**src/rtl/aflag_pkg.sv**
```systemverilog
package aflag_pkg;
  localparam int DATA_W = 32;
  localparam int IDX_W  = $clog2(DATA_W + 1);
  localparam int NIB_W  = 4;

  typedef enum logic [2:0] {
    OP_ADD = 3'b000,
    OP_SUB = 3'b001,
    OP_AND = 3'b010,
    OP_OR  = 3'b011,
    OP_XOR = 3'b100
  } op_e;

  typedef enum logic [1:0] {
    SZ_8  = 2'b00,
    SZ_16 = 2'b01,
    SZ_32 = 2'b10,
    SZ_32B = 2'b11
  } size_e;

  typedef struct packed {
    logic ovf;
    logic sign;
    logic zero;
    logic aux;
    logic parity;
    logic carry;
  } flags_t;

  // operand width in bits for a size code
  function automatic logic [IDX_W-1:0] width_of(input logic [1:0] sz);
    case (sz)
      SZ_8:    width_of = IDX_W'(8);
      SZ_16:   width_of = IDX_W'(16);
      default: width_of = IDX_W'(DATA_W);
    endcase
  endfunction

  // mask that keeps only the bits of the selected size
  function automatic logic [DATA_W-1:0] size_mask(input logic [1:0] sz);
    logic [DATA_W-1:0] m;
    for (int i = 0; i < DATA_W; i++) m[i] = (IDX_W'(i) < width_of(sz));
    return m;
  endfunction

  // top bit of a value at the selected size
  function automatic logic top_bit(input logic [DATA_W-1:0] v, input logic [1:0] sz);
    return v[width_of(sz) - IDX_W'(1)];
  endfunction
endpackage

```
**src/rtl/aflag_alu.sv**
```systemverilog
module aflag_alu
  import aflag_pkg::*;
#(
  parameter int W = DATA_W
) (
  input  logic [2:0]   op_code,
  input  logic [1:0]   size_sel,
  input  logic [W-1:0] opnd_a,
  input  logic [W-1:0] opnd_b,
  output logic [W-1:0] result,
  output logic         carry_ev,
  output logic         aux_ev,
  output logic         ovf_ev
);
  logic [W-1:0]   mask, a_m, b_m;
  logic [W:0]     sum_x, dif_x;
  logic [IDX_W-1:0] wd;
  logic [NIB_W:0] nib_sum, nib_dif;
  logic           a_s, b_s, r_s;

  always_comb begin
    wd    = width_of(size_sel);
    mask  = size_mask(size_sel);
    a_m   = opnd_a & mask;
    b_m   = opnd_b & mask;
    sum_x = {1'b0, a_m} + {1'b0, b_m};
    dif_x = {1'b0, a_m} - {1'b0, b_m};
    nib_sum = {1'b0, a_m[NIB_W-1:0]} + {1'b0, b_m[NIB_W-1:0]};
    nib_dif = {1'b0, a_m[NIB_W-1:0]} - {1'b0, b_m[NIB_W-1:0]};
    a_s = top_bit(a_m, size_sel);
    b_s = top_bit(b_m, size_sel);
    result   = '0;
    carry_ev = 1'b0;
    aux_ev   = 1'b0;
    ovf_ev   = 1'b0;
    case (op_code)
      OP_ADD: begin
        result   = sum_x[W-1:0] & mask;
        carry_ev = sum_x[wd];
        aux_ev   = nib_sum[NIB_W];
      end
      OP_SUB: begin
        result   = dif_x[W-1:0] & mask;
        carry_ev = dif_x[wd];
        aux_ev   = nib_dif[NIB_W];
      end
      OP_AND: result = a_m & b_m;
      OP_OR:  result = a_m | b_m;
      OP_XOR: result = a_m ^ b_m;
      default: result = '0;
    endcase
    r_s = top_bit(result, size_sel);
    if (op_code == OP_ADD) ovf_ev = (a_s == b_s) && (r_s != a_s);
    else if (op_code == OP_SUB) ovf_ev = (a_s != b_s) && (r_s != a_s);
  end
endmodule

```
**src/rtl/aflag_eval.sv**
```systemverilog
module aflag_eval
  import aflag_pkg::*;
#(
  parameter int W = DATA_W
) (
  input  logic [W-1:0] result,
  input  logic [1:0]   size_sel,
  output logic         parity_ev,
  output logic         zero_ev,
  output logic         sign_ev
);
  always_comb begin
    parity_ev = ~(^result[7:0]);
    zero_ev   = (result == '0);
    sign_ev   = top_bit(result, size_sel);
  end
endmodule

```
**src/rtl/aflag_unit.sv**
```systemverilog
module aflag_unit
  import aflag_pkg::*;
#(
  parameter int W = DATA_W
) (
  input  logic         clk,
  input  logic         rst,
  input  logic [2:0]   op_code,
  input  logic [1:0]   size_sel,
  input  logic [W-1:0] opnd_a,
  input  logic [W-1:0] opnd_b,
  input  logic         flag_we,
  output logic [W-1:0] result,
  output logic [5:0]   flags_q
);
  logic   carry_ev, aux_ev, ovf_ev, parity_ev, zero_ev, sign_ev;
  flags_t flags_d, flags_r;
  logic   logic_op;
  logic   res_msb;

  aflag_alu #(.W(W)) u_alu (
    .op_code(op_code), .size_sel(size_sel), .opnd_a(opnd_a), .opnd_b(opnd_b),
    .result(result), .carry_ev(carry_ev), .aux_ev(aux_ev), .ovf_ev(ovf_ev)
  );

  aflag_eval #(.W(W)) u_eval (
    .result(result), .size_sel(size_sel),
    .parity_ev(parity_ev), .zero_ev(zero_ev), .sign_ev(sign_ev)
  );

  always_comb begin
    flags_d = '{ovf: ovf_ev, sign: sign_ev, zero: zero_ev,
                aux: aux_ev, parity: parity_ev, carry: carry_ev};
  end

  always_ff @(posedge clk) begin
    if (rst)          flags_r <= '0;
    else if (flag_we) flags_r <= flags_d;
  end

  assign flags_q = flags_r;

  // observation wires for the checks below
  assign logic_op = (op_code == OP_AND) || (op_code == OP_OR) || (op_code == OP_XOR);
  assign res_msb  = (size_sel == SZ_8)  ? result[7] :
                    (size_sel == SZ_16) ? result[15] : result[W-1];

  p_parity_r3: assert property (@(posedge clk) disable iff (rst)
    flag_we |=> flags_q[1] == ($countones($past(result[7:0])) % 2 == 0));
  p_zero_r5: assert property (@(posedge clk) disable iff (rst)
    flag_we |=> flags_q[3] == ($past(result) == '0));
  p_sign_r6: assert property (@(posedge clk) disable iff (rst)
    flag_we |=> flags_q[4] == $past(res_msb));
  p_logic_clear_r8: assert property (@(posedge clk) disable iff (rst)
    (flag_we && logic_op) |=> (flags_q[0] == 1'b0 && flags_q[2] == 1'b0 && flags_q[5] == 1'b0));
  p_upper_zero_r9: assert property (@(posedge clk) disable iff (rst)
    (size_sel == SZ_8) |-> (result[W-1:8] == '0));
  p_hold_r10: assert property (@(posedge clk) disable iff (rst)
    !flag_we |=> $stable(flags_q));
endmodule

```
**config.mk**
```make
export PLATFORM = sky130hd
export DESIGN_NAME = aflag_unit
export DESIGN_NICKNAME = d
export VERILOG_FILES = /design/src/rtl/aflag_pkg.sv /design/src/rtl/aflag_alu.sv /design/src/rtl/aflag_eval.sv /design/src/rtl/aflag_unit.sv
export SDC_FILE = /design/constraint.sdc
export NUM_CORES = 1
export LEC_CHECK = 0
export BUFFER_PORTS_ARGS = -buffer_cell sky130_fd_sc_hd__buf_2
export CORE_UTILIZATION = 55
export DETAILED_ROUTE_END_ITERATION = 10
export PLACE_DENSITY = 0.78
export SLEW_MARGIN = 30
export SYNTH_ARGS = -nofsm -noshare
export SYNTH_HDL_FRONTEND = slang
export SYNTH_SLANG_ARGS = --single-unit
```
**constraint.sdc**
```tcl
create_clock -name clk -period 14.2 [get_ports clk]
set_input_delay 2.13 -clock clk [delete_from_list [all_inputs] [get_ports clk]]
set_output_delay 2.13 -clock clk [all_outputs]
set_load 0.02 [all_outputs]
```
---- Word level (Yosys, flattened, before mapping) ----
Cells that the tools add are included.
W data, S select, Z words.
operators by class
  add/sub/neg operators ................... 5
  $mul .................................... 0
  div/mod/pow operators ................... 0
  order comparisons ....................... 34
  equal/unequal tests ..................... 8
  shifts and indexed selects .............. 0
  muxes and demuxes ....................... 16
  bitwise operators ....................... 8
  reductions and logical operators ........ 6
operators by type and width
  operator               count
  $and A32 B32 Y32       5
  $pmux W32 S5           1
  $lt A5 B6 Y1 const A   16
  $lt A4 B6 Y1 const A   8
  $add A32 B32 Y33       1
  $sub A32 B32 Y33       1
  $logic_not A32 Y1      1
  $or A32 B32 Y32        1
  $xor A32 B32 Y32       1
  $lt A3 B6 Y1 const A   4
  $bmux W1 S5            3
  $bmux W1 S6            2
  $lt A1 B6 Y1 const A   2
  $lt A2 B6 Y1 const A   2
  $pmux W6 S2            1
  $reduce_xor A8 Y1      1
  $lt A6 B7 Y1 const B   1
  $mux W1                7
  $eq A3 B2 Y1 const B   2
  $lt A6 B6 Y1 const B   1
  $sub A6 B1 Y6 const B  1
  $add A4 B4 Y5          1
  $sub A4 B4 Y5          1
  $pmux W1 S2            2
  other kinds (9)        11
word-level totals
  register bits after elaboration ......... 6
  latch bits .............................. 0
  bits in writable memories ............... 0
  memory bits (read-only) ................. 0
  bits of input ports ..................... 72
  output and inout bits ................... 38
  word-level logic and storage cells ...... 83
  memories ................................ 0

---- Logic depth before layout (Yosys ltp) ----
Gate-level depths: netlist (run 1).
  depth in word-level cells ............... 13
  depth in mapped cells ................... 22
  depth with buffers taken out ............ 21

---- Modules after synthesis ----
From an unflattened synthesis (run 1), not the netlist that was laid out.
second synthesis, totals
  cells, all modules ...................... 900
  area total of the unflattened synthesis .. 6089.6 µm²
by module, submodules not included
  module      instances  cells an instance  area an instance (µm²)  seq. area each (µm²)
  aflag_alu   1          853                5666.7                  0.0
  aflag_unit  1          19                 214.0                   120.1
  aflag_eval  1          28                 209.0                   0.0

---- Worst setup path before layout (run 1) ----
No wires, ideal clock.
  path type ............................... input to output
  start point ............................. input size_sel[0]
  end point ............................... output result[26]
  arrival time ............................ 6566 ps
  data required time ...................... 12070 ps
  path slack .............................. 5504 ps
  stages .................................. 19
  buffers on the path ..................... 5
  cell sequence ........................... nor2_1 -> inv_1 -> clkbuf_1 -> clkbuf_1 -> ha_1 -> clkbuf_1 -> clkbuf_1 -> nor2b_1 -> ha_1 -> clkbuf_1 -> o21ai_0 -> a2111oi_0 -> a221o_1 -> a41o_1 -> a21oi_1 -> o21ai_0 -> o21ai_0 -> xnor2_1 -> o21ai_0
between the ends
  cells in the longest elaborated chain, start to end .. 7
  elaborated cells between the ends (all ways) .. 40
  those cells by class .................... add/sub: 2; order compare: 27; eq/ne: 1; mux: 2; bitwise: 7; reduce/logical: 1
ends and longest elaborated chain
  item                                                         RTL line                          RTL
  start, declared                                              aflag_unit.sv:9                   input logic [1:0] size_sel,
  $eq A2 B1 Y1 / $logic_not A2 Y1 (equally long branches)      aflag_pkg.sv:32                   case (sz)
  $pmux W6 S2 (*)                                              aflag_pkg.sv:32
  $lt A1 B6 Y1, or another cell as far along                   aflag_pkg.sv:42                   for (int i = 0; i < DATA_W; i++) m[i] = (IDX_W'(i) < width_of(sz));
  $and A32 B32 Y32 (on tied branches)                          aflag_alu.sv:24, aflag_alu.sv:25
  $sub A32 B32 Y33 / $add A32 B32 Y33 (equally long branches)  aflag_alu.sv:27, aflag_alu.sv:26
  $and A32 B32 Y32 (on tied branches)                          aflag_alu.sv:43, aflag_alu.sv:38
  $pmux W32 S5 (*)                                             aflag_alu.sv:36                   case (op_code)
  end, declared                                                aflag_unit.sv:13                  output logic [W-1:0] result,
Mark *: on every way between the ends. The rest lies on a longest branch, timed or not.

---- Worst setup path after layout (run 1) ----
  start point ............................. input size_sel[0]
  end point ............................... output result[28]
Same word-level chain as after synthesis.

==> flow_metrics.py, run 1 <==
metrics = {
    "outcome": {
        "outcome": "completed",
    },
    "global_routing": {
        "busiest_layer": "met2",
        "grt_util_met2_pct": 53.9,
        "grt_pass1_vias": 6353,
        "grt_use_met1_pct": 45.0,
        "grt_max_degree": 53,
        "track_usage_pct": 32.8,
        "grt_pass1_wl_mm": 31.1,
        "antenna_found_initial": 0,
        "global_route.overflow_total": 0,
        "met3_usage_pct": 2.71,
    },
    "route": {
        "dr.first_iter.drc_count": 602,
        "drtAntennaViolNets": 0,
        "via_per_inst": 6.28,
        "routedWlPerCell_um": 17.2,
        "dr.pass1.iters": 6,
        "drt-total-wl_mm": 19.5,
        "vias": 7098,
        "drcViolationCount": 0,
    },
    "logic_synthesis": {
        "synth_top_family_by_area": "compound AO/OA/AOI/OAI gates",
        "synth-adder-area-share_pct": 23.1,
        "ys_ff_latch": 6,
        "synth_xor_area_share_pct": 4.38,
        "synth_area_leaders": "ha_1, inv_1, a21oi_1, nor2_1, xnor2_1",
        "synth-compound-area-share_pct": 35.1,
        "yosys.area.top_type": "ha_1",
        "synthArstFlopShare_pct": 0,
        "synth_top_cell_area_share_pct": 22.4,
        "ys_dominant_reg_cell": "dfxtp_1",
        "synth.avg_cell_area_sq_um": 6.66,
        "synth_nets": 1116,
        "synthSimpleGateAreaFrac_pct": 23.1,
        "yosysUniqueCellTypes": 77,
        "yosysWarnings": 0,
        "synth_edf_count": 0,
        "synth_seq_area_share_pct": 1.94,
        "synth_area_sq_um": 6200,
        "netlist_instances": 931,
        "yosys-mux-area-fraction_pct": 2.14,
    },
    "clock_network": {
        "htree_levels": 1,
        "cts_root_buffer": "clkbuf_8",
        "cts_buffer_depth": 2,
        "cts_sinks": 6,
        "ctsHoldBuffers": 0,
        "cts.repair.resized": 0,
        "path_clk_slew_ns": 0.03,
        "worstSkewPairLatency_ns": 0.22,
        "post-cts-setup-buffer-count": 0,
        "tritoncts": "yes",
        "cts_buffers": 3,
    },
    "timing": {
        "slew_headroom_pct": 35.6,
        "rsz0062_at_grt": "false",
        "period_minus_slack_ns": 9.51,
        "post-route-period-util_pct": 67.0,
        "timing.setup.tns_ns": 0,
        "fin_ws_ns": 4.69,
        "maxSlewViolCount": 0,
        "finClkSkew_ns": 0,
        "max_freq_mhz": 105,
        "setup_viol": 0,
        "worst_slew_pin_slew_ns": 0.959,
        "hold_ws_ns": 0.458,
        "hold_violations": 0,
    },
    "worst_hold_path": {
        "worstHoldStart": "flags_q[5]",
        "hp-class": "register to register",
        "min_to": "flags_q[5]",
        "hold_depth": 2,
    },
    "place": {
        "place_ws_ns": 4.79,
        "placement.io_buffers": 109,
        "placed_cells": 1128,
        "place_area_sq_um": 6760,
        "gp_congestion": 1.00,
        "post-dp-hpwl_mm": 15.2,
    },
    "final_layout": {
        "fin_cells": 1131,
        "final_area_sq_um": 6800,
        "utilization_pct": 62.5,
        "multi_input_area_sq_um": 5450,
        "syn_to_final_growth_pct": 9.77,
        "final_net_count": 1178,
        "final-seq-area_sq_um": 120,
        "antennaDiodeCount": 0,
        "layout_common_cells": "ha_1, buf_2, inv_1",
        "drive_above_1_share_pct": 13.7,
        "nFillCells": 1057,
        "largest_reg_flops": 6,
        "layout_commonest_cell": "ha_1",
    },
    "setup_path": {
        "crit_fanout": 23,
        "worstPathRequired_ns": 12.07,
        "critPathMaxStageDelay_ns": 0.87,
        "crit_path_top_delay_cell": "ha_1",
        "rr_worst_depth": 2,
        "crit_top_cell": "o21ai_0",
        "r2r_slack_ns": 13.55,
        "r2r-start": "flags_q[0]",
        "r2r_end": "flags_q[0]",
        "crit_type": "input port to output port",
        "crit_arrival_ns": 7.38,
        "endpoint_kind": "output port",
        "crit_chain": "buf_2 > nor2_1 > inv_1 > ha_1 > nor2b_1 > ha_1 > o21ai_0 > a2111oi_0 > a221o_1 > a41o_1 > a21oi_1 > o21ai_0 > a311o_1 > o21ai_0 > xnor2_1 > a21oi_1 > inv_1 > buf_2",
        "crit_path_start_kind": "input port",
    },
    "die": {
        "die_h_um": 108,
        "ioPinCount": 110,
        "core_sq_um": 10900,
        "die-area_sq_um": 11700,
        "rows": 38,
        "start_util_pct": 56.9,
        "die_x_um": 108,
    },
    "power": {
        "peakVddDrop_mv": 0.0370,
        "p_leak_nw": 3.38,
        "powerDensity_nw_per_um2": 54.9,
        "power_mw": 0.373,
    },
    "run": {
        "cap_violations": 0,
    },
}
## critical path: cells and delay by family
kind	cells	cell delay [ns]
AO/OA/AOI/OAI	9	2.36
adder cells (fa/ha/maj)	2	1.40
buffers and inverters	4	0.75
AND/OR/NAND/NOR	2	0.59
XOR/XNOR	1	0.14
## report_power, final
| group | internal, mW | total [mW] | switching, mW |
|---|---|---|---|
| Combinational | 0.122 | 0.328 | 0.206 |
| Sequential | 0.0187 | 0.0199 | 0.00123 |
| Clock | 0.0182 | 0.0251 | 0.00693 |
## kinds of logic (layout without fill, tap and decap cells)
family | after synthesis | count (layout)
compound gates | 318 | 318
xor+xnor | 31 | 31
fa+ha+maj | 113 | 113
buf+inv | 169 | 229
flops | 6 | 6
mux | 12 | 12
simple gates | 282 | 282
## layer usage
layer	wire length, um	up-vias
met1	8500	3205
met5	0	-
li1	-	3465
met2	8640	385
met4	507	0
met3	1820	43
## area by class of cell
cell class	instances	area share [%]
inverters	110	6.07
multi-input cells	756	80.1
repair buffers	116	8.90
well taps	140	2.57
flip-flops and latches	6	1.77
clock buffers	3	0.607
## cell usage after synthesis, types with 3 or more instances
cell         n
nor3_1       9
o31ai_1     12
or4_1        9
inv_1      108
buf_1        8
o211ai_1     8
a21oi_1     80
buf_2        4
o22a_1      18
nor2_1      77
ha_1       111
dfxtp_1      6
a22oi_1     27
o21ai_1      3
o21ai_0     43
o221ai_1     3
o21bai_1     7
o311a_1      3
or3_1        4
a211o_1      6
o311ai_0     3
a211oi_1    19
a21boi_0     5
a21o_1      14
nand3_1     24
nand2b_1    22
and2_1      17
a2111oi_0    5
clkbuf_1    47
nand2_1     61
nand4_1      8
nor4_1      13
o21a_1       9
mux2i_1     11
a31oi_1     10
o22ai_1     17
nand3b_1     5
o31a_1       4
nor2b_1     20
xnor2_1     29
## worst max path at each step
stage                     slack, ns  cells past startpoint    endpoint        start
final                          4.69                     18  result[28]  size_sel[0]
after global routing           4.15                     18  result[28]  size_sel[0]
after CTS                      4.79                     18  result[28]  size_sel[0]
after detailed placement       4.79                     18  result[28]  size_sel[0]
after global placement         5.02                     18  result[28]  size_sel[0]
after floorplan                5.50                     19  result[26]  size_sel[0]
Note: power is estimated with default switching activity, not from simulation.
==> run 2, diff against run 1 <==
--- a/config.mk
+++ b/config.mk
@@ -5,10 +5,11 @@
 export SDC_FILE = /design/constraint.sdc
 export NUM_CORES = 1
 export LEC_CHECK = 0
+export ABC_AREA = 1
 export BUFFER_PORTS_ARGS = -buffer_cell sky130_fd_sc_hd__buf_2
 export CORE_UTILIZATION = 55
 export DETAILED_ROUTE_END_ITERATION = 10
-export PLACE_DENSITY = 0.78
+export PLACE_DENSITY = 0.77
 export SLEW_MARGIN = 30
 export SYNTH_ARGS = -nofsm -noshare
 export SYNTH_HDL_FRONTEND = slang
==> constraint.sdc (replaced) <==
create_clock -name clk -period 9.6 [get_ports clk]
set_input_delay 1.44 -clock clk [delete_from_list [all_inputs] [get_ports clk]]
set_output_delay 1.44 -clock clk [all_outputs]
set_load 0.02 [all_outputs]
==> run 2 against run 1 <==
Net effect:
- first-iteration DRC count grew 52%
- critical endpoint is now result[31]
- global-route usage grew 7.3 points
- non-clock buffer count shrank 2
- synthesized area grew 12%
- highest routed layer is now met5
- total power grew 74%
==> flow_metrics.py, run 2 <==
metrics = {
    "clock_network": {
        "ctsHoldBuffers": 0,
        "tritoncts": "yes",
        "worstSkewPairLatency_ns": 0.23,
        "htree_levels": 1,
        "cts.repair.resized": 0,
        "post-cts-setup-buffer-count": 0,
        "path_clk_slew_ns": 0.04,
        "cts_buffers": 3,
        "cts_buffer_depth": 2,
        "cts_root_buffer": "clkbuf_16",
        "cts_sinks": 6,
    },
    "outcome": {
        "outcome": "completed",
    },
    "timing": {
        "rsz0062_at_grt": "false",
        "max_freq_mhz": 143,
        "post-route-period-util_pct": 73.0,
        "setup_viol": 0,
        "fin_ws_ns": 2.59,
        "finClkSkew_ns": 0,
        "hold_violations": 0,
        "timing.setup.tns_ns": 0,
        "period_minus_slack_ns": 7.01,
        "slew_headroom_pct": 38.4,
        "maxSlewViolCount": 0,
        "worst_slew_pin_slew_ns": 0.921,
    },
    "place": {
        "placed_cells": 1604,
        "place_ws_ns": 2.67,
        "placement.io_buffers": 109,
        "post-dp-hpwl_mm": 21.5,
        "gp_congestion": 1.07,
    },
    "final_layout": {
        "drive_above_1_share_pct": 9.80,
        "layout_commonest_cell": "nand2_1",
        "syn_to_final_growth_pct": 10.3,
        "layout_common_cells": "nand2_1, inv_1, nor2_1",
        "antennaDiodeCount": 0,
        "nFillCells": 1343,
        "final_net_count": 1626,
        "fin_cells": 1607,
        "largest_reg_flops": 6,
    },
    "run": {
        "cap_violations": 0,
    },
    "route": {
        "routedWlPerCell_um": 16.4,
        "vias": 9018,
        "via_per_inst": 5.61,
        "drtAntennaViolNets": 0,
        "dr.first_iter.drc_count": 914,
        "drcViolationCount": 0,
        "dr.pass1.iters": 6,
        "drt-total-wl_mm": 26.3,
    },
    "worst_hold_path": {
        "hold_depth": 2,
        "hp-class": "register to register",
    },
    "logic_synthesis": {
        "synth.avg_cell_area_sq_um": 5.12,
        "synth_area_sq_um": 6950,
        "synth_seq_area_share_pct": 1.73,
        "synth_nets": 1543,
        "synthArstFlopShare_pct": 0,
        "yosysWarnings": 0,
        "yosysMostFrequentCell": "nand2_1",
        "ys_ff_latch": 6,
        "yosys.area.top_type": "nand2_1",
        "yosysUniqueCellTypes": 40,
        "netlist_instances": 1358,
        "synth_common_cells": "nand2_1, inv_1, nor2_1, nand3_1, ha_1",
        "synth_edf_count": 0,
        "ys_dominant_reg_cell": "dfxtp_1",
        "synth_top_cell_area_share_pct": 23.1,
        "synth_area_leaders": "nand2_1, ha_1, inv_1, nand3_1, nor2_1",
    },
    "power": {
        "peakVddDrop_mv": 0.0540,
        "p_leak_nw": 4.78,
        "power_mw": 0.650,
        "powerDensity_nw_per_um2": 84.7,
    },
    "setup_path": {
        "crit_top_cell": "nand2_1",
        "worstPathRequired_ns": 8.16,
        "path_buf_inv": 5,
        "endpoint_kind": "output port",
        "crit_family": "simple AND/OR/NAND/NOR gates",
        "crit_chain": "buf_2 > nor2_2 > inv_1 > ha_1 > inv_1 > nand2_1 > ha_1 > inv_1 > a21oi_1 > nand2_1 > a21oi_1 > nor2_1 > nor2_1 > nand2_1 > nand2_1 > nand2_1 > nand2_1 > nand3_1 > nand2_1 > buf_2",
        "crit_path_top_delay_cell": "ha_1",
        "crit_arrival_ns": 5.57,
        "rr_worst_depth": 4,
        "crit_cells": 20,
        "crit_fanout": 22,
        "critPathMaxStageDelay_ns": 0.52,
        "crit_path_start_kind": "input port",
        "crit_type": "input port to output port",
    },
    "global_routing": {
        "track_usage_pct": 40.1,
        "grt_pass1_vias": 8224,
        "antenna_found_initial": 2,
        "grt_max_degree": 41,
        "grt_pass1_wl_mm": 40.7,
        "global_route.overflow_total": 0,
    },
    "die": {
        "die-area_sq_um": 13100,
        "core_sq_um": 12200,
        "die_h_um": 114,
        "ioPinCount": 110,
        "start_util_pct": 57.1,
        "rows": 40,
        "die_x_um": 114,
    },
}
-- run 2: cell types whose count changed after synthesis, moves of 14 or more --
cell      change
nand3_1     +100
buf_2        +14
nand2b_1     -22
xnor2_1      -25
clkbuf_1     -31
nand2_1     +366
a211oi_1     -18
inv_1       +150
a221oi_1     +14
and2_1       -15
nor2_1       +66
nor2b_1      -20
a22oi_1      -27
o22a_1       -18
-- run 2: logic make-up after synthesis --
kind of cell,count (synthesis),synth area share (%)
and+or+nand+nor,748,44.5
buffers and inverters,296,16.3
AOI/OAI and AO/OA,182,15.2
adders and majority gates,113,20.6
xor gates and xnor gates,13,1.64
DFF,6,1.73
-- run 2: power breakdown --
part | internal, mW | leakage (nW) | switching, mW
logic | 0.171 | 4.69 | 0.382
registers | 0.0274 | 0.0491 | 0.00119
clock network | 0.0535 | 0.0370 | 0.0143
total | 0.252 | 4.78 | 0.398
-- run 2: worst paths after layout --
kind	start	end	slack, ns
setup reg to reg	flags_q[4]	flags_q[4]	8.93
hold / removal	flags_q[2]	flags_q[2]	0.47
setup / recovery	size_sel[0]	result[31]	2.59
hold reg to reg	flags_q[2]	flags_q[2]	0.47
-- run 2: layer usage --
layer	routed length, um	global-route usage (%)	part of all wire [%]
met4	1380	19.0	5.2
met1	10700	50.5	41
met5	8	0	0.030
met3	2960	7.94	11
met2	11300	65.5	43
-- run 2: per-stage QoR --
stage          area, sq um  util, %  hold slack, ns
5_1_grt               7670     63.0           0.490
4_1_cts               7670     63.0           0.464
3_5_place_dp          7590     62.4           0.457
3_3_place_gp          7590     62.4           0.452
2_1_floorplan         6950        -           0.536
6_report              7670     63.0           0.465
-- run 2: worst register-to-register path: stages (launching register included) --
cell and delay, ns:
dfxtp_1 0.30, nor2_1 0.10, nor2_1 0.04, o21ai_0 0.06, inv_1 0.05
-- run 2: area by class of cell --
type                            count  area [sq um]  share of cell area (%)
Sequential cell                     6           120                    1.57
Tap cell                          168           210                    2.74
Clock buffer                        3          75.1                   0.979
Inverter                          260           976                    12.7
Multi-Input combinational cell   1056          5700                    74.4
Timing Repair Buffer              114           583                    7.61
==> run 3, diff against run 2 <==
==> constraint.sdc (replaced) <==
create_clock -name clk -period 6.63 [get_ports clk]
set_input_delay 0.9945 -clock clk [delete_from_list [all_inputs] [get_ports clk]]
set_output_delay 0.9945 -clock clk [all_outputs]
set_load 0.02 [all_outputs]
==> run 3 against run 2 <==
Net effect:
- core utilization is essentially flat
- clock power grew 44%
- final cell count is essentially flat
- register-to-register slack lost 3.1 ns
- cell area is essentially flat
- worst setup slack lost 1.8 ns
- sequential share of layout area is essentially flat
- total power grew 46%
- combinational power grew 46%
==> flow_metrics.py, run 3 (synthesized netlist as in run 2, its figures left out) <==
metrics = {
    "setup_path": {
        "r2r_end": "flags_q[1]",
        "crit_arrival_ns": 4.81,
        "crit_fanout": 16,
        "r2r-start": "flags_q[1]",
        "r2r_slack_ns": 5.87,
        "endpoint_kind": "output port",
        "rr_worst_depth": 4,
        "worstPathRequired_ns": 5.64,
        "crit_path_start_kind": "input port",
        "crit_type": "input port to output port",
    },
    "timing": {
        "setup_viol": 0,
        "rsz0062_at_grt": "false",
        "slew_headroom_pct": 34.1,
        "worst_slew_pin_slew_ns": 0.986,
        "timing.setup.tns_ns": 0,
        "hold_violations": 0,
        "hold_ws_ns": 0.479,
        "period_minus_slack_ns": 5.80,
        "maxSlewViolCount": 0,
        "max_freq_mhz": 172,
        "finClkSkew_ns": 0,
        "post-route-period-util_pct": 87.5,
    },
    "outcome": {
        "outcome": "completed",
    },
    "clock_network": {
        "htree_levels": 1,
        "path_clk_slew_ns": 0.03,
        "post-cts-setup-buffer-count": 0,
        "ctsHoldBuffers": 0,
        "cts_root_buffer": "clkbuf_16",
        "cts_buffers": 3,
        "worstSkewPairLatency_ns": 0.23,
        "cts_sinks": 6,
        "tritoncts": "yes",
        "cts.repair.resized": 0,
        "cts_buffer_depth": 2,
    },
    "global_routing": {
        "grt_pass1_vias": 8170,
        "track_usage_pct": 39.9,
        "antenna_found_initial": 1,
        "grt_pass1_wl_mm": 40.8,
        "grt_max_degree": 33,
        "global_route.overflow_total": 0,
    },
    "final_layout": {
        "syn_to_final_growth_pct": 10.4,
        "layout_commonest_cell": "nand2_1",
        "layout_common_cells": "nand2_1, inv_1, nor2_1",
        "final_net_count": 1626,
        "largest_reg_flops": 6,
        "final-seq-area_sq_um": 120,
        "drive_above_1_share_pct": 9.80,
        "utilization_pct": 63.1,
        "nFillCells": 1273,
        "multi_input_area_sq_um": 5700,
        "final_area_sq_um": 7670,
    },
    "route": {
        "routedWlPerCell_um": 16.5,
        "via_per_inst": 5.59,
        "vias": 8992,
        "drtAntennaViolNets": 0,
        "drt-total-wl_mm": 26.6,
        "dr.pass1.iters": 6,
        "drcViolationCount": 0,
        "dr.first_iter.drc_count": 944,
    },
    "worst_hold_path": {
        "hold_depth": 2,
        "worstHoldStart": "flags_q[3]",
        "hp-class": "register to register",
        "min_to": "flags_q[3]",
    },
    "power": {
        "peakVddDrop_mv": 0.0715,
        "powerDensity_nw_per_um2": 123,
        "p_leak_nw": 4.78,
    },
    "die": {
        "ioPinCount": 110,
        "die_h_um": 114,
        "die-area_sq_um": 13100,
        "start_util_pct": 57.1,
        "die_x_um": 114,
        "rows": 40,
        "core_sq_um": 12200,
    },
    "place": {
        "placement.io_buffers": 109,
        "post-dp-hpwl_mm": 22.0,
        "gp_congestion": 1.02,
        "place_area_sq_um": 7590,
    },
    "run": {
        "cap_violations": 0,
    },
}
[run 3: worst max-delay path: stages]
cell and delay (ns):
buf_2 0.11, nor2_2 0.29, inv_1 0.10, ha_1 0.39
inv_1 0.46, nand2_1 0.19, ha_1 0.45, inv_1 0.25
nand2_1 0.15, nor2_1 0.18, inv_1 0.09, nor2_1 0.15
inv_1 0.05, o211ai_1 0.35, nand2_1 0.13, nand3_1 0.09
nand3_1 0.08, nand2_1 0.11, buf_2 0.16
[run 3: stage by stage]
step	power [mW]	std cells	setup WS (ns)
4_1_cts	0.922	1607	0.937
3_5_place_dp	0.821	1604	0.946
3_3_place_gp	0.815	1604	0.971
5_1_grt	1.03	1607	0.482
6_report	0.946	1608	0.830
2_1_floorplan	0.591	1358	1.38
[run 3: worst max path at each step]
stage / startpoint / endpoint / slack [ns] / cells after the start
detailed placement: size_sel[0] / result[28] / 0.95 / 19
global placement: size_sel[0] / result[28] / 0.97 / 19
CTS: size_sel[0] / result[28] / 0.94 / 19
global route: size_sel[0] / result[31] / 0.48 / 20
floorplan: size_sel[0] / result[29] / 1.38 / 24
finish: size_sel[0] / result[28] / 0.83 / 19
[run 3: power by group]
| group | internal [mW] | switching, mW | leakage, nW |
|---|---|---|---|
| clock network | 0.0774 | 0.0203 | 0.0370 |
| logic | 0.247 | 0.560 | 4.69 |
| registers | 0.0397 | 0.00149 | 0.0491 |
[run 3: layout make-up]
class / instances / share of cell area [%]
timing repair buffer: 114 / 7.60
clock buffer: 3 / 0.979
antenna: 1 / 0.0326
multi-input combinational: 1056 / 74.4
tap: 168 / 2.74
sequential: 6 / 1.57
inverter: 260 / 12.7
[run 3: routing by layer]
metal  share of wire, %  global-route usage (%)  vias to the layer above  wire [um]
met5                  0                       0                        -          0
met2                 44                    65.8                      493      11800
met1                 41                    50.2                     3980      11000
met4                4.8                    18.8                        0       1270
li1                   -                       -                     4437          -
met3                9.6                    7.09                       82       2570
